`src/rtl/dma_pace_pkg.sv`:
```
package dma_pace_pkg;
  localparam int CODE_W     = 6;
  localparam int CODE_SPACE = 1 << CODE_W;
  localparam int EXT_LINES  = 59;
  localparam int TMR_SLOTS  = 4;
  localparam int TMR_IDX_W  = $clog2(TMR_SLOTS);
  localparam logic [CODE_W-1:0] TMR_CODE0   = CODE_W'(EXT_LINES);
  localparam logic [CODE_W-1:0] ALWAYS_CODE = CODE_W'(CODE_SPACE - 1);
  typedef logic [CODE_W-1:0] code_t;
endpackage

```
`src/rtl/dma_pace_timer.sv`:
```
module dma_pace_timer #(
  parameter int FRAC_W = 16
) (
  input  logic              clk,
  input  logic              rst_n,
  input  logic              load,
  input  logic [FRAC_W-1:0] load_x,
  input  logic [FRAC_W-1:0] load_y,
  output logic              tick
);
  localparam int SUM_W = FRAC_W + 1;

  logic [FRAC_W-1:0] x_q, x_d, y_q, y_d, acc_q, acc_d;
  logic [SUM_W-1:0]  sum, diff;
  logic              tick_q, tick_d;

  always_comb begin
    x_d    = x_q;
    y_d    = y_q;
    acc_d  = acc_q;
    tick_d = 1'b0;
    sum    = {1'b0, acc_q} + {1'b0, x_q};
    diff   = sum - {1'b0, y_q};
    if (load) begin
      x_d   = load_x;
      y_d   = load_y;
      acc_d = '0;
    end else if (x_q == '0 || y_q == '0) begin
      acc_d = '0;
    end else if (x_q >= y_q) begin
      tick_d = 1'b1;
      acc_d  = '0;
    end else if (sum >= {1'b0, y_q}) begin
      tick_d = 1'b1;
      acc_d  = diff[FRAC_W-1:0];
    end else begin
      acc_d = sum[FRAC_W-1:0];
    end
  end

  always_ff @(posedge clk or negedge rst_n) begin
    if (!rst_n) begin
      x_q    <= '0;
      y_q    <= '0;
      acc_q  <= '0;
      tick_q <= 1'b0;
    end else begin
      x_q    <= x_d;
      y_q    <= y_d;
      acc_q  <= acc_d;
      tick_q <= tick_d;
    end
  end

  assign tick = tick_q;


  load_quiet_chk: assert property (@(posedge clk) disable iff (!rst_n)
    load |=> !tick_q);

  zero_ratio_chk: assert property (@(posedge clk) disable iff (!rst_n)
    (!load && (x_q == '0 || y_q == '0)) |=> !tick_q);

  full_rate_chk: assert property (@(posedge clk) disable iff (!rst_n)
    (!load && x_q != '0 && y_q != '0 && x_q >= y_q) |=> tick_q);

  remainder_bound_chk: assert property (@(posedge clk) disable iff (!rst_n)
    (y_q != '0) |-> (acc_q < y_q));
endmodule

```
`src/rtl/dma_pace_select.sv`:
```
module dma_pace_select
  import dma_pace_pkg::*;
#(
  parameter int NUM_TIMERS = 4
) (
  input  logic                  clk,
  input  logic                  rst_n,
  input  logic                  load,
  input  code_t                 load_code,
  input  logic [CODE_SPACE-1:0] src_vec,
  output logic                  req
);
  localparam int FIRST_ABSENT = int'(TMR_CODE0) + NUM_TIMERS;

  code_t sel_q, sel_d;
  logic  req_q, req_d;

  always_comb begin
    sel_d = load ? load_code : sel_q;
    req_d = src_vec[sel_q];
  end

  always_ff @(posedge clk or negedge rst_n) begin
    if (!rst_n) begin
      sel_q <= ALWAYS_CODE;
      req_q <= 1'b0;
    end else begin
      sel_q <= sel_d;
      req_q <= req_d;
    end
  end

  assign req = req_q;


  always_on_chk: assert property (@(posedge clk) disable iff (!rst_n)
    (sel_q == ALWAYS_CODE) |=> req_q);

  absent_timer_chk: assert property (@(posedge clk) disable iff (!rst_n)
    (int'(sel_q) >= FIRST_ABSENT && sel_q != ALWAYS_CODE) |=> !req_q);
endmodule

```
`src/rtl/dma_pace_gen.sv`:
```
module dma_pace_gen
  import dma_pace_pkg::*;
#(
  parameter int NUM_CH     = 4,
  parameter int NUM_TIMERS = 4,
  parameter int FRAC_W     = 16,
  localparam int CH_W      = (NUM_CH > 1) ? $clog2(NUM_CH) : 1
) (
  input  logic                  clk,
  input  logic                  rst_n,
  input  logic                  tmr_wr,
  input  logic [TMR_IDX_W-1:0]  tmr_wr_idx,
  input  logic [2*FRAC_W-1:0]   tmr_wr_data,
  input  logic                  sel_wr,
  input  logic [CH_W-1:0]       sel_wr_ch,
  input  logic [CODE_W-1:0]     sel_wr_code,
  input  logic [EXT_LINES-1:0]  ext_req,
  output logic [NUM_TIMERS-1:0] tmr_tick,
  output logic [NUM_CH-1:0]     pace_req
);
  logic [CODE_SPACE-1:0] src_vec;

  for (genvar t = 0; t < NUM_TIMERS; t++) begin : g_tmr
    logic hit;
    assign hit = tmr_wr && (tmr_wr_idx == TMR_IDX_W'(t));
    dma_pace_timer #(.FRAC_W(FRAC_W)) u_tmr (
      .clk    (clk),
      .rst_n  (rst_n),
      .load   (hit),
      .load_x (tmr_wr_data[2*FRAC_W-1:FRAC_W]),
      .load_y (tmr_wr_data[FRAC_W-1:0]),
      .tick   (tmr_tick[t])
    );
  end

  assign src_vec[EXT_LINES-1:0] = ext_req;
  for (genvar s = 0; s < TMR_SLOTS; s++) begin : g_slot
    if (s < NUM_TIMERS) begin : g_built
      assign src_vec[EXT_LINES+s] = tmr_tick[s];
    end else begin : g_absent
      assign src_vec[EXT_LINES+s] = 1'b0;
    end
  end
  assign src_vec[CODE_SPACE-1] = 1'b1;

  for (genvar c = 0; c < NUM_CH; c++) begin : g_ch
    logic hit;
    assign hit = sel_wr && (sel_wr_ch == CH_W'(c));
    dma_pace_select #(.NUM_TIMERS(NUM_TIMERS)) u_sel (
      .clk       (clk),
      .rst_n     (rst_n),
      .load      (hit),
      .load_code (sel_wr_code),
      .src_vec   (src_vec),
      .req       (pace_req[c])
    );
  end


  timer_follow_chk: assert property (@(posedge clk) disable iff (!rst_n)
    (!sel_wr && g_ch[0].u_sel.sel_q == TMR_CODE0) |=> (pace_req[0] == $past(tmr_tick[0])));
endmodule

```
`config.mk`:
```
export PLATFORM = sky130hd
export DESIGN_NAME = dma_pace_gen
export DESIGN_NICKNAME = d
export VERILOG_FILES = /design/src/rtl/dma_pace_pkg.sv /design/src/rtl/dma_pace_timer.sv /design/src/rtl/dma_pace_select.sv /design/src/rtl/dma_pace_gen.sv
export SDC_FILE = /design/constraint.sdc
export NUM_CORES = 1
export LEC_CHECK = 0
export ABC_AREA = 1
export BUFFER_PORTS_ARGS = -buffer_cell sky130_fd_sc_hd__buf_2
export CAP_MARGIN = 25
export CORE_UTILIZATION = 65
export DETAILED_ROUTE_END_ITERATION = 16
export HOLD_SLACK_MARGIN = 0.03
export PLACE_DENSITY = 0.82
export RECOVER_POWER = 100
export SYNTH_ARGS = -nofsm -noshare
export SYNTH_HDL_FRONTEND = slang
export SYNTH_SLANG_ARGS = --single-unit
```
`constraint.sdc`:
```
create_clock -name clk -period 6.3 [get_ports clk]
set_input_delay 1.26 -clock clk [delete_from_list [all_inputs] [get_ports clk]]
set_output_delay 1.26 -clock clk [all_outputs]
set_load 0.01 [all_outputs]
```
==> key figures, run 1 <==
Die
  • Die Height: 181.6 um
  • Die Span X: 181.6 um
  • I/O Pins: 113
  • Core box area: 0.03164 mm^2
  • FP Rows: 65
  • Die Area: 0.03298 mm^2
  • Starting Density: 0.6627

Job
  • Max-cap violations: 6

Hold path
  • Worst Hold Class: register to register

Run status
  • Failing checks: max-capacitance violations, max-slew violations
  • Status: finished, violations left

Finish
  • Area Growth Syn to Fin: 7.036%
  • Layout cells sized above 1: 0.08117
  • Design area: 0.02244 mm^2
  • NumNets Final: 3601
  • Count of non-filler cells in the finished layout: 3718

Global route
  • Vias in the first global route: 21085
  • Initial antenna violation count: 0
  • Total Routing Usage GR: 0.4061
  • GRT Residual Overflow: 0
  • Wire length of the first global-routing pass: 106.8 mm
  • Pin count of the biggest net entering global routing: 121

Timing
  • RSZ-0062 raised after global routing: false
  • Clk_skew: 0.008876 ns
  • Final setup viols: 0
  • Final hold violations: 0
  • Fin crit period: between 4 and 5 ns
  • Setup TNS: 0 ns
  • Final slew viol count: 433
  • Worst-Margin Slew: 3.330 ns
  • Fmax: 228.4 MHz
  • Final period utilization: 0.6950
  • Relative slew slack: -1.220

Drt
  • Routed wire length per instance: 17.99 um
  • Via count: 21951
  • Post-Route WL: 66.87 mm
  • DRT iter0 DRCs: 2312
  • Drt pass-1 iters: 7
  • Vias per cell: 5.904
  • Residual DRC count: 0
  • Final ANT Viol Nets: 0

Critical path
  • Biggest cell delay along the critical path: 1.58 ns
  • Worst EP required: approximately 6.7 ns
  • Top Family by Delay on Critical Path: buffers and inverters
  • WP buf/inv: 3
  • Crit path launch type: input pin
  • Highest net fanout along the worst path: 65
  • CP arrival: around 4.8 ns
  • Slowest cell on crit path: clkbuf_1
  • WS Path Type: input pin to register
  • CP dominant cell by count: nor2_1
  • Crit. End Element: register
  • Critical Path, Cell by Cell: clkbuf_1, inv_1, nor2_1, nand2_1, clkbuf_1, nand3_1, nor2_1, nand2_1, nor2_1

Synthesis
  • Synth top cells by count: nand2_1, inv_1, nand3_1
  • Synthesized cell area: 0.02097 mm^2
  • Syn_area_per_cell: around 6.5 um^2
  • Syn nets: 3555
  • Leading register cell type out of synthesis: dfrtp_1
  • Sequential area share after synthesis: 0.2688
  • Largest area contributor in the netlist: dfrtp_1
  • Number of synthesized register bits: 224
  • Post-synth ARST share: 1.000
  • Synth warn: 0
  • Count of cell types in the netlist: 48
  • Post-synth EDFFs: 0
  • Cells after synthesis: 3250
  • Top cell type's share of synthesized area: 0.2387
  • Main area contributors after synthesis: dfrtp_1, nand2_1, ha_1
  • Most frequent cell after synthesis: nand2_1

Clock tree
  • CTS Hold Bufs: 0
  • CTS resizes: 0
  • Worst-path clk slew: 0.06 ns
  • Worst skew pair latency: 0.53 ns
  • CTS Root Cell: clkbuf_16
  • Clk sinks: 224
  • Number of setup buffers added after CTS: 0
  • Number of buffers created by CTS: 24
  • CTS tree: done
  • Clock Tree Buf Depth: 3
  • H-tree Lvls: 1

Pwr
  • Max VDD drop: 421.9 uV
  • Comb pwr share: 0.682
  • Pwr dens: 550.4 mW/mm^2
  • Leak: ~12 nW
  • Seq pwr share: 0.183
  • Switching Fraction: 0.5293
  • Sw Pwr: 6.538 mW
  • Int Pwr: just under 6 mW
  • Share of total power in the clock network: 0.135

Placement
  • HPWL after DPL: 51.25 mm
  • Placed insts: 3672
  • Number of port buffers: 112
  • Placer Congestion: 1.034
  • DP Area: 0.02159 mm^2
[cell usage in the layout (no fill, tap or decap), types with 4 or more instances in the layout]
| cell type | synthesis | layout |
|---|---|---|
| nand2_1 | 973 | 977 |
| nor2_1 | 256 | 259 |
| buf_2 | 24 | 99 |
| o21a_1 | 12 | 12 |
| o211ai_1 | 18 | 18 |
| a31oi_1 | 7 | 7 |
| bufinv_16 | 0 | 7 |
| or2_2 | 6 | 6 |
| nor3_1 | 19 | 19 |
| xor2_1 | 37 | 37 |
| nand2_2 | 25 | 24 |
| dfrtp_1 | 200 | 200 |
| a21oi_2 | 8 | 8 |
| o21bai_1 | 20 | 20 |
| a21oi_1 | 176 | 176 |
| o21ai_0 | 256 | 256 |
| nor2_2 | 37 | 34 |
| nand3b_1 | 20 | 20 |
| clkbuf_1 | 52 | 17 |
| clkbuf_16 | 0 | 25 |
| nor4_1 | 16 | 16 |
| nor3_2 | 5 | 5 |
| inv_1 | 467 | 467 |
| dfstp_2 | 24 | 20 |
| clkinv_2 | 0 | 4 |
| nand3_1 | 261 | 260 |
| ha_1 | 192 | 192 |
| nor2_4 | 5 | 5 |
| xnor2_1 | 20 | 20 |
| inv_2 | 9 | 9 |
| nand4_1 | 40 | 40 |
| nand3_2 | 5 | 6 |
| dfstp_1 | 0 | 4 |
| and2_1 | 6 | 6 |
| fa_1 | 8 | 8 |
[kinds of logic (layout without fill, tap and decap cells)]
family          count (synthesis)  count (layout)  synth area share
compound gates                509             509            0.1308
other cells                     0               2                 0
simple gates                 1683            1683            0.3446
buf+inv                       577             641            0.1099
xor+xnor                       57              57           0.02381
fa+ha+maj                     200             200            0.1222
flops                         224             224            0.2688
[through the flow]
step	hold slack (ns)	util	setup slack, ns	power (mW)
after floorplan	0.4530	-	3.309	8.708
after global placement	0.4683	0.6825	2.757	10.24
after detailed placement	0.4736	0.6825	2.608	10.46
after CTS	0.4910	0.7117	2.597	12.20
after global routing	0.5073	0.7092	1.218	13.46
final	0.4903	0.7094	1.922	12.35
[power groups by stage]
| stage | combinational (mW) | clock, mW | sequential (mW) |
|---|---|---|---|
| detailed placement | 8.21 | 0 | 2.25 |
| global placement | 8.00 | 0 | 2.25 |
| global route | 9.46 | 1.73 | 2.28 |
| floorplan | 6.68 | 0 | 2.02 |
| finish | 8.43 | 1.67 | 2.26 |
| CTS | 8.31 | 1.66 | 2.23 |
[final cells by class]
type / instances / area, um^2
Multi-Input combinational cell: 2449 / 13000
Fill cell: 2688 / 9195
Sequential cell: 224 / 5635
Inverter: 480 / 1804
Clock buffer: 29 / 660.6
Timing Repair Buffer: 117 / 569.3
Tap cell: 402 / 503.0
Clock inverter: 15 / 264.0
Antenna cell: 2 / 5.005
[worst paths after layout]
| kind | cells past startpoint | slack, ns | endpoint | startpoint |
|---|---|---|---|---|
| hold reg to reg | 2 | 0.49 | g_tmr[2].u_tmr.y_q[13] | g_tmr[2].u_tmr.y_q[13] |
| hold / removal | 2 | 0.49 | g_tmr[2].u_tmr.y_q[13] | g_tmr[2].u_tmr.y_q[13] |
| setup reg to reg | 19 | 2.03 | g_tmr[0].u_tmr.acc_q[13] | g_tmr[0].u_tmr.x_q[0] |
| min in group asynchronous | 1 | 1.73 | g_ch[0].u_sel.req | rst_n |
| setup / recovery | 9 | 1.92 | g_tmr[2].u_tmr.acc_q[3] | tmr_wr_idx[1] |
| max in group asynchronous | 2 | 1.96 | g_tmr[3].u_tmr.y_q[0] | rst_n |
[flip-flops by register name, summed over array words and instances (netlist names)]
name	flops
g_tmr.u_tmr.x_q	64
g_ch.u_sel.sel_q	24
g_tmr.u_tmr.y_q	64
g_ch.u_sel.req	4
g_tmr.u_tmr.tick	4
g_tmr.u_tmr.acc_q	64
[worst reg2reg max path, delay by kind of cell (launching register included)]
kind / cells / cell delay (ns)
AOI/OAI and AO/OA: 1 / 0.15
xor gates and xnor gates: 1 / 0.20
adders and majority gates: 3 / 1.07
buffers and inverters: 3 / 0.24
DFF: 1 / 0.37
and+or+nand+nor: 11 / 2.19
[routing by layer]
| layer | part of all wire | GRT usage | wire length [um] | vias up |
|---|---|---|---|---|
| li1 | - | - | - | 10539 |
| met1 | 0.40 | 0.5093 | 26750 | 10046 |
| met2 | 0.46 | 0.6752 | 30430 | 1125 |
| met3 | 0.087 | 0.06157 | 5803 | 241 |
| met4 | 0.058 | 0.2180 | 3885 | 0 |
| met5 | 0 | 0 | 0 | - |
(Power assumes the default switching activity.)
==> run 2, diff against run 1 <==
--- a/config.mk
+++ b/config.mk
@@ -5,13 +5,13 @@
 export SDC_FILE = /design/constraint.sdc
 export NUM_CORES = 1
 export LEC_CHECK = 0
-export ABC_AREA = 1
+export ABC_AREA = 0
 export BUFFER_PORTS_ARGS = -buffer_cell sky130_fd_sc_hd__buf_2
 export CAP_MARGIN = 25
-export CORE_UTILIZATION = 65
+export CORE_UTILIZATION = 57
 export DETAILED_ROUTE_END_ITERATION = 16
 export HOLD_SLACK_MARGIN = 0.03
-export PLACE_DENSITY = 0.82
+export PLACE_DENSITY = 0.76
 export RECOVER_POWER = 100
 export SYNTH_ARGS = -nofsm -noshare
 export SYNTH_HDL_FRONTEND = slang
==> constraint.sdc (replaced) <==
create_clock -name clk -period 3.64 [get_ports clk]
set_input_delay 0.728 -clock clk [delete_from_list [all_inputs] [get_ports clk]]
set_output_delay 0.728 -clock clk [all_outputs]
set_load 0.01 [all_outputs]
==> run 2 against run 1 <==
  * The run ends with max-capacitance violations, max-slew violations, negative setup slack left
  * Sequential share of layout area down 1.3 points
  * Sequential power up 75%
  * Synthesized area down 13%
  * Clock skew up 0.010 ns
  * Die area down 0.36%
  * Critical path depth up 10
  * Cell count down 30%
  * Core utilization up 3.9 points
  * Hold slack better by 0.0011 ns
  * Combinational power rose to 2.6 times the previous value
  * Synthesized cell count down 44%
  * Global-route usage down 5.8 points
  * Critical endpoint is now g_tmr[0].u_tmr.acc_q[8]
==> key figures, run 2 <==
Critical path
  • R2R Setup Slk: -0.66 ns (-2.69 ns)
  • Critical Path, Cell by Cell: ha_2, inv_2, fa_2, nor2b_2, o31a_1, o211ai_1, a31oi_1, mux2i_1, o211ai_1, ha_1, nand4_1, nor2_2, a311oi_2, nand3_1, a21oi_2, o221a_4, buf_12, or3b_4, a21oi_2
  • Crit. End Element: register
  • WS Path Type: register to register
  • Biggest cell delay along the critical path: 0.39 ns (-1.19 ns)
  • FF-to-FF path depth: 19 (unchanged)
  • Slowest cell on crit path: or3b_4
  • Crit path launch type: register
  • Worst EP required: 4.09 ns (-2.65 ns)
  • R2r endpoint: g_tmr[0].u_tmr.acc_q[8]
  • Highest net fanout along the worst path: 6 (-91%)
  • CP arrival: 4.75 ns (-0.07 ns)
  • Reg2reg start: g_tmr[0].u_tmr.x_q[0]

Die
  • Die Span X: 181.3 um (-0.18%)
  • FP Rows: 65 (unchanged)
  • Starting Density: 0.5806 (-0.08215)
  • I/O Pins: 113 (unchanged)
  • Die Height: 181.3 um (-0.18%)
  • Core box area: 0.03156 mm^2 (-0.26%)
  • Die Area: 0.03286 mm^2 (-0.36%)

Hold path
  • Worst Hold Class: input pin to register
  • Hold_sp: sel_wr_code[3]
  • WHS Endpoint: g_ch[1].u_sel.sel_q[3]
  • Hold Path Stages: 2 (unchanged)

Clock tree
  • H-tree Lvls: 1 (unchanged)
  • Clk sinks: 224 (unchanged)
  • CTS Root Cell: clkbuf_16
  • Worst-path clk slew: 0.06 ns (about the same)
  • CTS tree: done
  • Clock Tree Buf Depth: 3 (unchanged)
  • Worst skew pair latency: 0.54 ns (about the same)
  • Number of buffers created by CTS: 25 (+4.2%)

Pwr
  • Sw Pwr: 12.62 mW (+93%)
  • Leak: 10.76 nW (-13%)
  • Max VDD drop: 849.9 uV (+100%)
  • Switching Fraction: 0.4473 (-0.08197)
  • Comb pwr share: 0.767 (+0.085)
  • Share of total power in the clock network: 0.093 (-0.042)
  • Pwr dens: 1194 mW/mm^2 (+120%)
  • Seq pwr share: 0.140 (-0.043)
  • Int Pwr: 15.60 mW (+170%)
  • Total power: 28.22 mW (+130%)

Finish
  • Multi-input gate area: 0.01324 mm^2 (+1.8%)
  • Largest registers: g_tmr.u_tmr.acc_q: 64 flops, g_tmr.u_tmr.x_q: 64 flops, g_tmr.u_tmr.y_q: 64 flops
  • Area Growth Syn to Fin: 28.99%
  • Final Util: 0.7489 (+0.03950)
  • NumNets Final: 2494 (-31%)
  • Layout cells sized above 1: 0.3897 (+0.3085)
  • Final-layout fill cell count: 2005 (-25%)
  • Flip-flop and latch area: 0.005635 mm^2 (unchanged)
  • Antenna Cells: 0 (-2)
  • Most common cell after layout, fill and taps aside: buf_4
  • Most frequent cells in the layout: buf_4, dfrtp_1, ha_1, mux2_2, inv_1

Drt
  • Vias per cell: 6.613 (+12%)
  • Post-Route WL: 59.98 mm (-10%)
  • Routed wire length per instance: 22.99 um (+28%)
  • DRT iter0 DRCs: 1398 (-40%)
  • Residual DRC count: 0 (unchanged)
  • Final ANT Viol Nets: 0 (unchanged)
  • Via count: 17254 (-21%)
  • Drt pass-1 iters: 5 (-2)

Synthesis
  • Leading register cell type out of synthesis: dfrtp_1
  • Syn_area_per_cell: 10.05 um^2 (+56%)
  • Synth warn: 0 (unchanged)
  • Syn nets: 2128 (-40%)
  • Top cell type's share of synthesized area: 0.2732 (+0.03448)
  • Synth top cells by count: dfrtp_1, ha_1, mux2_2
  • Synthesized cell area: 0.01832 mm^2 (-13%)
  • Post-synth EDFFs: 0 (unchanged)
  • Largest area contributor in the netlist: dfrtp_1
  • Count of cell types in the netlist: 76 (+58%)
  • Main area contributors after synthesis: dfrtp_1, ha_1, mux4_2
  • Most frequent cell after synthesis: dfrtp_1
  • Number of synthesized register bits: 224 (unchanged)
  • Sequential area share after synthesis: 0.3076 (+0.03883)
  • Cells after synthesis: 1823 (-44%)
  • Post-synth ARST share: 1.000 (unchanged)

Job
  • Max-cap violations: 5 (-1)

Global route
  • Wire length of the first global-routing pass: 90.15 mm (-16%)
  • GRT busiest layer: met2
  • GRT Residual Overflow: 0 (unchanged)
  • Vias in the first global route: 17268 (-18%)
  • Pin count of the biggest net entering global routing: 112 (-7.4%)
  • M1 GR Usage: 0.4243 (-0.08504)
  • Total Routing Usage GR: 0.3483 (-0.05777)
  • Initial antenna violation count: 2 (+2)
  • Met2 Use GR: 0.6012 (-0.07400)
  • Global-route track usage on met3: 0.04737 (-0.01420)

Run status
  • Failing checks: max-capacitance violations, max-slew violations, negative setup slack
  • Status: finished, violations left

Timing
  • Fin crit period: 4.301 ns
  • Hold_ws: 0.4914 ns (+0.001060 ns)
  • Final setup viols: 66 (+66)
  • Final period utilization: 1.182
  • Worst setup slack after layout: -0.6613 ns (-2.583 ns)
  • Final slew viol count: 261 (-40%)
  • Worst-Margin Slew: 2.935 ns (-0.3946 ns)
  • Final hold violations: 0 (unchanged)
  • Fmax: 232.5 MHz
  • Clk_skew: 0.01931 ns (+0.01043 ns)
  • Relative slew slack: -0.9569 (+0.2630)
  • Setup TNS: -21.98 ns (-21.98 ns)
  • RSZ-0062 raised after global routing: true

Placement
  • Placer Congestion: 0.9639 (-6.8%)
  • HPWL after DPL: 40.03 mm (-22%)
  • Number of port buffers: 112 (unchanged)
run 2: cell count changes after synthesis, sizes merged, moves of 63 or more:
cell,delta
a21oi,-63
mux4,+77
nand3,-212
inv,-366
o21ai,-169
nand2,-911
mux2,+137
nor2,-184
run 2: worst max-delay path by stage:
stage | endpoint | slack (ns) | start
floorplan | g_tmr[2].u_tmr.acc_q[11] | -0.16 | g_tmr[2].u_tmr.x_q[0]
global placement | g_tmr[0].u_tmr.acc_q[8] | -0.45 | g_tmr[0].u_tmr.x_q[0]
detailed placement | g_tmr[0].u_tmr.acc_q[8] | -0.52 | g_tmr[0].u_tmr.x_q[0]
CTS | g_tmr[2].u_tmr.acc_q[2] | -0.36 | g_tmr[2].u_tmr.x_q[0]
global route | g_tmr[0].u_tmr.acc_q[2] | -0.80 | g_tmr[0].u_tmr.x_q[0]
finish | g_tmr[0].u_tmr.acc_q[8] | -0.66 | g_tmr[0].u_tmr.x_q[0]
run 2: critical path, delay by kind of cell, from the launching register on:
| family | cells | cell delay [ns] |
|---|---|---|
| AND/OR/NAND/NOR | 5 | 0.98 |
| multiplexers | 1 | 0.24 |
| buffers and inverters | 2 | 0.20 |
| flip-flops | 1 | 0.35 |
| AO/OA/AOI/OAI | 8 | 1.48 |
| adder cells (fa/ha/maj) | 3 | 0.92 |
run 2: through the flow:
step           setup slack (ns)  cell area (um^2)  cells
6_report                -0.6613             23630   2609
3_3_place_gp            -0.4451             20850   2475
2_1_floorplan           -0.1628             18490   1823
4_1_cts                 -0.3623             22890   2584
5_1_grt                 -0.8021             23630   2609
3_5_place_dp            -0.5189             20850   2475
run 2: per-layer routing:
layer	wire (um)	share of wire
met5	25	0.00042
met2	29410	0.49
met3	4602	0.077
met1	22430	0.37
met4	3508	0.058
run 2: power by group through the flow:
stage / clock network [mW] / registers, mW / logic [mW]
2_1_floorplan: 0 / 3.60 / 11.3
3_3_place_gp: 0 / 3.93 / 15.5
3_5_place_dp: 0 / 3.95 / 16.0
4_1_cts: 2.63 / 3.93 / 18.8
5_1_grt: 2.73 / 4.02 / 23.2
6_report: 2.61 / 3.96 / 21.7
run 2: area by class of cell:
cell class                      instances  area share
Multi-Input combinational cell       1425      0.5603
Sequential cell                       224      0.2385
Timing Repair Buffer                  402      0.1271
Clock buffer                           35     0.02933
Tap cell                              402     0.02129
Inverter                              111     0.01763
Clock inverter                         10    0.005877
run 2: timing repair:
action | CTS | global route
setup endpoints to repair | 68 | 68
gates resized for setup | 130 | 164
buffers inserted | 66 | 33
gates cloned | 6 | 2
pin swaps | 88 | 132
hold buffers | 0 | 0
run 2: kinds of logic after synthesis:
group	after synthesis	synth area share
multiplexers	246	0.1964
flip-flops	224	0.3076
AND/OR/NAND/NOR	476	0.1303
adder cells (fa/ha/maj)	200	0.1399
buffers and inverters	174	0.03879
XOR/XNOR	77	0.03681
AO/OA/AOI/OAI	426	0.1503
